===== config.mk =====
export PLATFORM = sky130hd
export DESIGN_NAME = wlfu_set_repl
export DESIGN_NICKNAME = d
export VERILOG_FILES = /design/src/rtl/wlfu_pkg.sv /design/src/rtl/wlfu_div.sv /design/src/rtl/wlfu_pick.sv /design/src/rtl/wlfu_set_repl.sv
export SDC_FILE = /design/constraint.sdc
export NUM_CORES = 2
export LEC_CHECK = 0
export BUFFER_PORTS_ARGS = -buffer_cell sky130_fd_sc_hd__clkbuf_2
export CAP_MARGIN = 25
export CORE_ASPECT_RATIO = 0.9
export CORE_MARGIN = 2
export CORE_UTILIZATION = 45
export DETAILED_ROUTE_END_ITERATION = 12
export PLACE_DENSITY_LB_ADDON = 0.1
export SYNTH_ARGS = -nofsm -noshare
export SYNTH_HDL_FRONTEND = slang
export SYNTH_SLANG_ARGS = --single-unit

===== constraint.sdc =====
create_clock -name clk -period 25.3 [get_ports clk]
set_input_delay 2.53 -clock clk [delete_from_list [all_inputs] [get_ports clk]]
set_output_delay 2.53 -clock clk [all_outputs]
set_load 0.02 [all_outputs]

===== src/rtl/wlfu_pkg.sv =====
package wlfu_pkg;

    // Kind of state update taken in a cycle
    typedef enum logic [1:0] {
        OP_IDLE,
        OP_TOUCH,
        OP_FILL,
        OP_DROP
    } op_kind_e;

    // Access outranks fill, fill outranks invalidate
    function automatic op_kind_e pick_op(input logic touch,
                                         input logic fill,
                                         input logic drop);
        if (touch)      return OP_TOUCH;
        else if (fill)  return OP_FILL;
        else if (drop)  return OP_DROP;
        else            return OP_IDLE;
    endfunction

endpackage


===== src/rtl/wlfu_div.sv =====
module wlfu_div #(
    parameter int NUM_W = 33,
    parameter int DEN_W = 9,
    parameter int QUO_W = 24
) (
    input  logic             clk,
    input  logic             rst,
    input  logic             start_i,
    input  logic [NUM_W-1:0] num_i,
    input  logic [DEN_W-1:0] den_i,
    output logic             busy_o,
    output logic             done_o,
    output logic [QUO_W-1:0] quo_o
);
    localparam int STEP_W = $clog2(NUM_W + 1);

    logic [DEN_W:0]    rem_q;
    logic [NUM_W-1:0]  shq_q;
    logic [DEN_W-1:0]  den_q;
    logic [STEP_W-1:0] step_q;
    logic              busy_q;
    logic              done_q;
    logic [QUO_W-1:0]  quo_q;

    logic [DEN_W:0]    trial;
    logic              ge;
    logic [DEN_W:0]    rem_n;
    logic [NUM_W-1:0]  shq_n;
    logic [QUO_W-1:0]  quo_clamped;

    // One restoring step: bring in the next dividend bit, subtract if it fits
    always_comb begin
        trial = {rem_q[DEN_W-1:0], shq_q[NUM_W-1]};
        ge    = (trial >= {1'b0, den_q});
        rem_n = ge ? (trial - {1'b0, den_q}) : trial;
        shq_n = {shq_q[NUM_W-2:0], ge};
        if (|shq_n[NUM_W-1:QUO_W])
            quo_clamped = '1;
        else
            quo_clamped = shq_n[QUO_W-1:0];
    end

    always_ff @(posedge clk) begin
        if (rst) begin
            rem_q  <= '0;
            shq_q  <= '0;
            den_q  <= '0;
            step_q <= '0;
            busy_q <= 1'b0;
            done_q <= 1'b0;
            quo_q  <= '0;
        end else begin
            done_q <= 1'b0;
            if (start_i && !busy_q) begin
                rem_q  <= '0;
                shq_q  <= num_i;
                den_q  <= den_i;
                step_q <= STEP_W'(NUM_W);
                busy_q <= 1'b1;
            end else if (busy_q) begin
                rem_q  <= rem_n;
                shq_q  <= shq_n;
                step_q <= step_q - STEP_W'(1);
                if (step_q == STEP_W'(1)) begin
                    busy_q <= 1'b0;
                    done_q <= 1'b1;
                    quo_q  <= quo_clamped;
                end
            end
        end
    end

    assign busy_o = busy_q;
    assign done_o = done_q;
    assign quo_o  = quo_q;


    done_after_busy_chk: assert property (@(posedge clk) disable iff (rst)
        done_o |-> $past(busy_o));


    no_restart_chk: assert property (@(posedge clk) disable iff (rst)
        !(start_i && busy_o));


    rem_below_div_chk: assert property (@(posedge clk) disable iff (rst)
        busy_o |-> (rem_q < {1'b0, den_q}));

endmodule


===== src/rtl/wlfu_pick.sv =====
module wlfu_pick #(
    parameter int WAYS  = 8,
    parameter int WGT_W = 24,
    parameter int IDX_W = 3
) (
    input  logic [WAYS-1:0]             valid_i,
    input  logic [WAYS-1:0]             cls_i,
    input  logic [WAYS-1:0][WGT_W-1:0]  wgt_i,
    output logic [IDX_W-1:0]            way_o
);
    localparam int KEY_W = WGT_W + 2;

    logic [WAYS-1:0][KEY_W-1:0] key;

    // Lower key wins: invalid ways rank 0, then unflagged, then flagged, then weight
    for (genvar g = 0; g < WAYS; g++) begin : g_key
        assign key[g] = valid_i[g] ? {1'b1, cls_i[g], wgt_i[g]} : '0;
    end

    always_comb begin
        logic [KEY_W-1:0] best_key;
        best_key = key[0];
        way_o    = '0;
        for (int i = 1; i < WAYS; i++) begin
            if (key[i] < best_key) begin
                best_key = key[i];
                way_o    = IDX_W'(i);
            end
        end
    end


    always_comb begin
        if (!(&valid_i)) begin
            invalid_first_chk: assert (!valid_i[way_o]);
        end
    end

endmodule


===== src/rtl/wlfu_set_repl.sv =====
module wlfu_set_repl #(
    parameter int WAYS  = 8,
    parameter int WGT_W = 24,
    parameter int CNT_W = 8,
    parameter int STEP  = 1000
) (
    input  logic                     clk,
    input  logic                     rst,
    input  logic                     coh_mode_i,
    input  logic                     touch_i,
    input  logic [$clog2(WAYS)-1:0]  touch_way_i,
    input  logic                     fill_i,
    input  logic [$clog2(WAYS)-1:0]  fill_way_i,
    input  logic                     drop_i,
    input  logic [$clog2(WAYS)-1:0]  drop_way_i,
    input  logic [WAYS-1:0]          shared_i,
    input  logic [WAYS-1:0]          owned_i,
    input  logic                     vreq_i,
    output logic                     busy_o,
    output logic                     victim_valid_o,
    output logic [$clog2(WAYS)-1:0]  victim_way_o
);
    import wlfu_pkg::*;

    localparam int IDX_W = $clog2(WAYS);
    localparam int DEN_W = CNT_W + 1;
    localparam int NUM_W = CNT_W + WGT_W + 1;
    localparam logic [WGT_W-1:0] WMAX   = '1;
    localparam logic [CNT_W-1:0] CMAX   = '1;
    localparam logic [WGT_W-1:0] STEP_V = WGT_W'(STEP);

    logic [WAYS-1:0]             valid_q;
    logic [WAYS-1:0][WGT_W-1:0]  wgt_q;
    logic [WAYS-1:0][CNT_W-1:0]  cnt_q;
    logic [WGT_W-1:0]            stamp_q;
    logic [IDX_W-1:0]            pend_way_q;
    logic                        vvalid_q;
    logic [IDX_W-1:0]            vway_q;

    logic                        div_busy;
    logic                        div_done;
    logic [WGT_W-1:0]            div_quo;
    logic [NUM_W-1:0]            div_num;
    logic [DEN_W-1:0]            div_den;
    op_kind_e                    op;
    logic [WAYS-1:0]             cls;
    logic [IDX_W-1:0]            pick_way;
    logic [WGT_W-1:0]            stamp_next;

    assign busy_o = div_busy | div_done;
    assign op     = busy_o ? OP_IDLE : pick_op(touch_i, fill_i, drop_i);

    // Numerator n*w + stamp and divisor n+1 for the touched way
    always_comb begin
        logic [NUM_W-1:0] prod;
        prod    = NUM_W'(cnt_q[touch_way_i]) * NUM_W'(wgt_q[touch_way_i]);
        div_num = prod + NUM_W'(stamp_q);
        div_den = DEN_W'(cnt_q[touch_way_i]) + DEN_W'(1);
    end

    // Stamp advance with saturation
    always_comb begin
        if (stamp_q > (WMAX - STEP_V))
            stamp_next = WMAX;
        else
            stamp_next = stamp_q + STEP_V;
    end

    // Coherence class: flagged ways rank after clean ones only in coherence mode
    for (genvar g = 0; g < WAYS; g++) begin : g_cls
        assign cls[g] = coh_mode_i & (shared_i[g] | owned_i[g]);
    end

    wlfu_div #(
        .NUM_W (NUM_W),
        .DEN_W (DEN_W),
        .QUO_W (WGT_W)
    ) u_div (
        .clk     (clk),
        .rst     (rst),
        .start_i (op == OP_TOUCH),
        .num_i   (div_num),
        .den_i   (div_den),
        .busy_o  (div_busy),
        .done_o  (div_done),
        .quo_o   (div_quo)
    );

    wlfu_pick #(
        .WAYS  (WAYS),
        .WGT_W (WGT_W),
        .IDX_W (IDX_W)
    ) u_pick (
        .valid_i (valid_q),
        .cls_i   (cls),
        .wgt_i   (wgt_q),
        .way_o   (pick_way)
    );

    always_ff @(posedge clk) begin
        if (rst) begin
            valid_q    <= '0;
            wgt_q      <= '0;
            cnt_q      <= '0;
            stamp_q    <= '0;
            pend_way_q <= '0;
        end else begin
            unique case (op)
                OP_TOUCH: begin
                    pend_way_q <= touch_way_i;
                    stamp_q    <= stamp_next;
                end
                OP_FILL: begin
                    valid_q[fill_way_i] <= 1'b1;
                    cnt_q[fill_way_i]   <= '0;
                    wgt_q[fill_way_i]   <= stamp_q;
                end
                OP_DROP: begin
                    valid_q[drop_way_i] <= 1'b0;
                end
                default: ;
            endcase
            if (div_done) begin
                wgt_q[pend_way_q] <= div_quo;
                if (cnt_q[pend_way_q] != CMAX)
                    cnt_q[pend_way_q] <= cnt_q[pend_way_q] + CNT_W'(1);
            end
        end
    end

    always_ff @(posedge clk) begin
        if (rst) begin
            vvalid_q <= 1'b0;
            vway_q   <= '0;
        end else begin
            vvalid_q <= vreq_i && !busy_o;
            if (vreq_i && !busy_o)
                vway_q <= pick_way;
        end
    end

    assign victim_valid_o = vvalid_q;
    assign victim_way_o   = vway_q;


    victim_after_req_chk: assert property (@(posedge clk) disable iff (rst)
        victim_valid_o |-> $past(vreq_i && !busy_o));


    stamp_monotonic_chk: assert property (@(posedge clk) disable iff (rst)
        stamp_q >= $past(stamp_q));


    weights_hold_chk: assert property (@(posedge clk) disable iff (rst)
        (busy_o && !div_done) |=> ($stable(wgt_q) && $stable(cnt_q) && $stable(valid_q)));


    stamp_hold_chk: assert property (@(posedge clk) disable iff (rst)
        busy_o |=> $stable(stamp_q));

endmodule


==> results summary <==
The worst hold path belongs to the class reg -> reg. The worst setup path is captured at a flop. The cell occurring most often along the worst timing path is sky130_fd_sc_hd__a21oi_1. Data on the critical path is required at its endpoint by around 26 ns.

The slowest stage of the critical path belongs to the cell sky130_fd_sc_hd__nand3_2. The die extent in y is approximately 260 µm. The initial core utilization came out at 0.455. The standard-cell row count is 92. The clock latency reported for the late side of the worst-skew pair is 0.60 ns.

The final HPWL from detailed placement came out at approximately 83,000 µm. Summing all flip-flop and latch instances after layout gives ~0.0075 mm². The depth of the worst register-to-register path came out at approximately 90. The slew at the pin closest to its max-slew limit is 1.13 ns. STA classifies the critical path startpoint as a primary input. The die outline width came out at 285 µm. The critical path in this run is classified as in -> reg. The number of detailed-routing iterations run before antenna repair came out at 5. The clock buffer count from CTS is 45. The clock tree synthesis step divided the H-tree into 2 levels. The number of buffers on the longest clock path came out at 3. Across the routed clock network, the largest skew measured is approximately 0.017 ns. Counting flops and latches in the post-synthesis netlist gives approximately 380.

The number of gates resized after CTS came out at 0. The power share of the sequential group came out at 0.406. The critical path starts at owned_i[1]. The max-cap check violation count is 0.

The total instance count after detailed placement came out at roughly 4,800. The final cycle utilization of the critical path came out at 0.844. The clock-pin transition on the worst setup and hold timing paths is 0.07 ns. The count of nets left with antenna violations once routing finished came out at 0. The total net switching power came out at 0.000485 W.

The number of library cell types mapped by synthesis came out at 82. Buffers placed on the I/O ports in this run total 36. Clock tree synthesis selected as its root buffer the cell sky130_fd_sc_hd__clkbuf_16.

The largest net degree at the start of global routing is ~140. After floorplanning, the core was sized to cover 0.0701 mm². The number of global-route vias before repair came out at 27,200. The first global-routing pass estimated between 150,000 and 200,000 µm of wire. The sum of overflow across all layers after global routing is 0. The net switching share of the total power came out at 0.309. The I/O pin total came out at 37. The DRC violations left is 0. The total count of hold-check failures in the final report is 0. The signal arrival time at the worst endpoint came out at 21.86 ns.

The number of flops mapped to enable cells by yosys came out at 0. The layout filler cell count came out at 6,972. The number of buffers added to fix hold violations after cts came out at 0. The post-detailed-placement cell area is between 0.03 and 0.04 mm². The routed via count is roughly 29,000. The total clock sinks is between 300 and 400. Setup violations remaining at the end of the flow were counted as 0.

For this block, the routed nets add up to roughly 110,000 µm of wire. In this design, the stage delay of the slowest critical-path cell is between 0.8 and 0.9 ns. The post-synthesis instance area is between 0.03 and 0.04 mm². The number of warnings printed during yosys synthesis came out at 0. TritonCTS built the clock tree. The max-slew violation count came out at 0. For this design the ratio of total power to cell area is 45.9 mW/mm². The register-to-register setup slack is 4.80 ns. Summing all multi-input logic gate instances after layout gives approximately 0.022 mm².

The utilization after layout is 0.488. The startpoint identified for the worst register-to-register timing path is valid_q[0]$_SDFFE_PP0P_. The count of routing violations after the opening detailed-route iteration is 2,656. The number of standard cells in the layout, taps in and fillers out is approximately 4,800. The post-route setup TNS came out at 0 ns. The weighted congestion at the end of routability-driven global placement is 0.928. For this run, the leading register cell type out of synthesis is sky130_fd_sc_hd__dfxtp_1. The average via count per standard cell is slightly below 6. The proportion of synthesized chip area in sequential cells came out at 0.236. The cell-internal power came out at around 0.0011 W. The area added between synthesis and finish came out at 7.15%.

Synthesis produced a netlist with a net count of ~4,400. The flow ran to the end, and the final reports show no timing, DRC or antenna violations. The die area is about 0.073 mm².

The post-CTS setup buffer count came out at 0. The critical path ends at victim_way_o[1]$_SDFFE_PP0P_. In the final layout, the share of cells above drive strength 1 is 0.0890. The post-layout net count is about 4,300. The destination of the worst register-to-register timing path is victim_way_o[1]$_SDFFE_PP0P_. Setup repair after global routing left no endpoint under its margin. The overall track demand over capacity in global routing came out at 0.305. After routing the design area is roughly 0.034 mm². The final routed wire length divided by cell count came out at 23.3 µm. Summed over all cells, the static leakage comes to between 10 and 15 nW. The fraction of synthesis flops using an asynchronous set or reset pin came out at 0. Timing would allow up to between 40 and 50 MHz. The logic gate share of total power is 0.166. The average cell area after synthesis came out at just under 8 µm².

The worst-case IR drop observed on VDD is 0.0446 mV. The smallest clock period supported by the final layout is computed as around 21 ns. The number of antenna violations at the first check in global routing is 3.

The largest driver fanout on the critical path came out at 47. The headroom to the max-slew limit came out at 0.245. The number of cells produced by synthesis is 4,015.

Of the total power, the clock network draws 0.428.
==> flip-flops by register name (all words and copies together) (netlist names) <==
| register | flops |
|---|---|
| u_div.busy_o | 1 |
| wgt_q | 192 |
| pend_way_q | 3 |
| u_div.rem_q | 9 |
| victim_valid_o | 1 |
| cnt_q | 64 |
| u_div.step_q | 6 |
| victim_way_o | 3 |
| stamp_q | 22 |
| u_div.quo_o | 24 |
| valid_q | 8 |
| u_div.done_o | 1 |
| u_div.den_q | 9 |
| u_div.shq_q | 33 |
==> critical path, delay by kind of cell <==
family,cells,cell delay [ns]
adders and majority gates,6,1.88
buffers and inverters,6,1.55
AOI/OAI and AO/OA,50,10.63
and+or+nand+nor,23,4.83
muxes,1,0.41
==> layout make-up <==
type / instances / area share
Sequential cell: 376 / 0.220
Clock buffer: 63 / 0.0391
Tap cell: 940 / 0.0344
Multi-Input combinational cell: 3094 / 0.656
Timing Repair Buffer: 91 / 0.0187
Inverter: 250 / 0.0275
Clock inverter: 14 / 0.00436
Antenna cell: 1 / 0.0000732
==> Yosys cell counts, drive strengths merged, types with 8 or more instances <==
master    n  share of area
nor2    597          0.071
or3      12         0.0024
and4      8         0.0022
and2    125          0.025
ha      234          0.092
a311oi  132          0.036
a31oi    89          0.018
buf      56         0.0073
nor2b    82          0.016
or2       8         0.0016
nand3    65          0.010
nand2   571          0.067
o21ai    85          0.013
mux4     76          0.054
nand4    36         0.0071
mux2i    45          0.014
and3     18         0.0035
a21oi   251          0.039
xor2     15         0.0041
nor4     10         0.0020
dfxtp   376           0.24
o21a     26         0.0061
inv     248          0.029
xnor2    43          0.012
nor3     57         0.0089
a211oi  112          0.027
clkbuf  239          0.028
mux2     67          0.024
o211ai    9         0.0021
nand2b   19         0.0037
fa      157          0.099
a21o     57          0.013
==> routing by layer <==
| layer | wire length (µm) | GRT usage | share of wire | vias up |
|---|---|---|---|---|
| met1 | 52200 | 0.444 | 0.47 | 13900 |
| met4 | 4250 | 0.100 | 0.038 | 0 |
| li1 | - | - | - | 13600 |
| met5 | 0 | 0 | 0 | - |
| met2 | 48000 | 0.463 | 0.43 | 1027 |
| met3 | 7760 | 0.0415 | 0.069 | 200 |
==> logic make-up after synthesis <==
logic type | Yosys count | synth area share
compound gates | 833 | 0.177
mux | 188 | 0.0915
simple gates | 1624 | 0.224
xor+xnor | 58 | 0.0159
flops | 376 | 0.236
buf+inv | 545 | 0.0649
fa+ha+maj | 391 | 0.190
==> through the flow <==
stage	setup WS (ns)	power [W]	hold WS, ns
3_5_place_dp	3.69	0.000907	0.443
5_1_grt	2.36	0.00163	0.464
6_report	3.95	0.00157	0.448
2_1_floorplan	6.66	0.000834	0.432
4_1_cts	4.24	0.00158	0.452
3_3_place_gp	4.08	0.000906	0.442
==> worst min path at each step <==
stage                                     start                           to  slack (ns)  cells past startpoint
CTS                 u_div.den_q[3]$_SDFFE_PP0P_  u_div.den_q[3]$_SDFFE_PP0P_        0.45                      2
global route        u_div.den_q[3]$_SDFFE_PP0P_  u_div.den_q[3]$_SDFFE_PP0P_        0.46                      2
finish              u_div.den_q[3]$_SDFFE_PP0P_  u_div.den_q[3]$_SDFFE_PP0P_        0.45                      2
detailed placement  u_div.den_q[3]$_SDFFE_PP0P_  u_div.den_q[3]$_SDFFE_PP0P_        0.44                      2
floorplan           u_div.den_q[3]$_SDFFE_PP0P_  u_div.den_q[3]$_SDFFE_PP0P_        0.43                      2
global placement    u_div.den_q[8]$_SDFFE_PP0P_  u_div.den_q[8]$_SDFFE_PP0P_        0.44                      2
==> power groups by stage <==
stage	clock network (W)	logic [W]	registers (W)
floorplan	0	0.000205	0.000629
global placement	0	0.000257	0.000650
detailed placement	0	0.000258	0.000649
CTS	0.000681	0.000259	0.000637
global route	0.000706	0.000290	0.000639
finish	0.000672	0.000261	0.000638
==> placed cells by master, fill, tap and decap left out, types with 59 or more instances in the layout <==
cell	n
sky130_fd_sc_hd__nor2_1	595
sky130_fd_sc_hd__nand2_1	566
sky130_fd_sc_hd__dfxtp_1	374
sky130_fd_sc_hd__a21oi_1	251
sky130_fd_sc_hd__inv_1	248
sky130_fd_sc_hd__ha_1	234
sky130_fd_sc_hd__fa_1	157
sky130_fd_sc_hd__a311oi_1	132
sky130_fd_sc_hd__and2_1	123
sky130_fd_sc_hd__a211oi_1	110
sky130_fd_sc_hd__a31oi_1	87
sky130_fd_sc_hd__nor2b_1	82
sky130_fd_sc_hd__mux4_2	76
sky130_fd_sc_hd__o21ai_0	76
sky130_fd_sc_hd__nand3_1	60
sky130_fd_sc_hd__mux2_2	59
No activity file was read; power rests on OpenSTA's default activity.
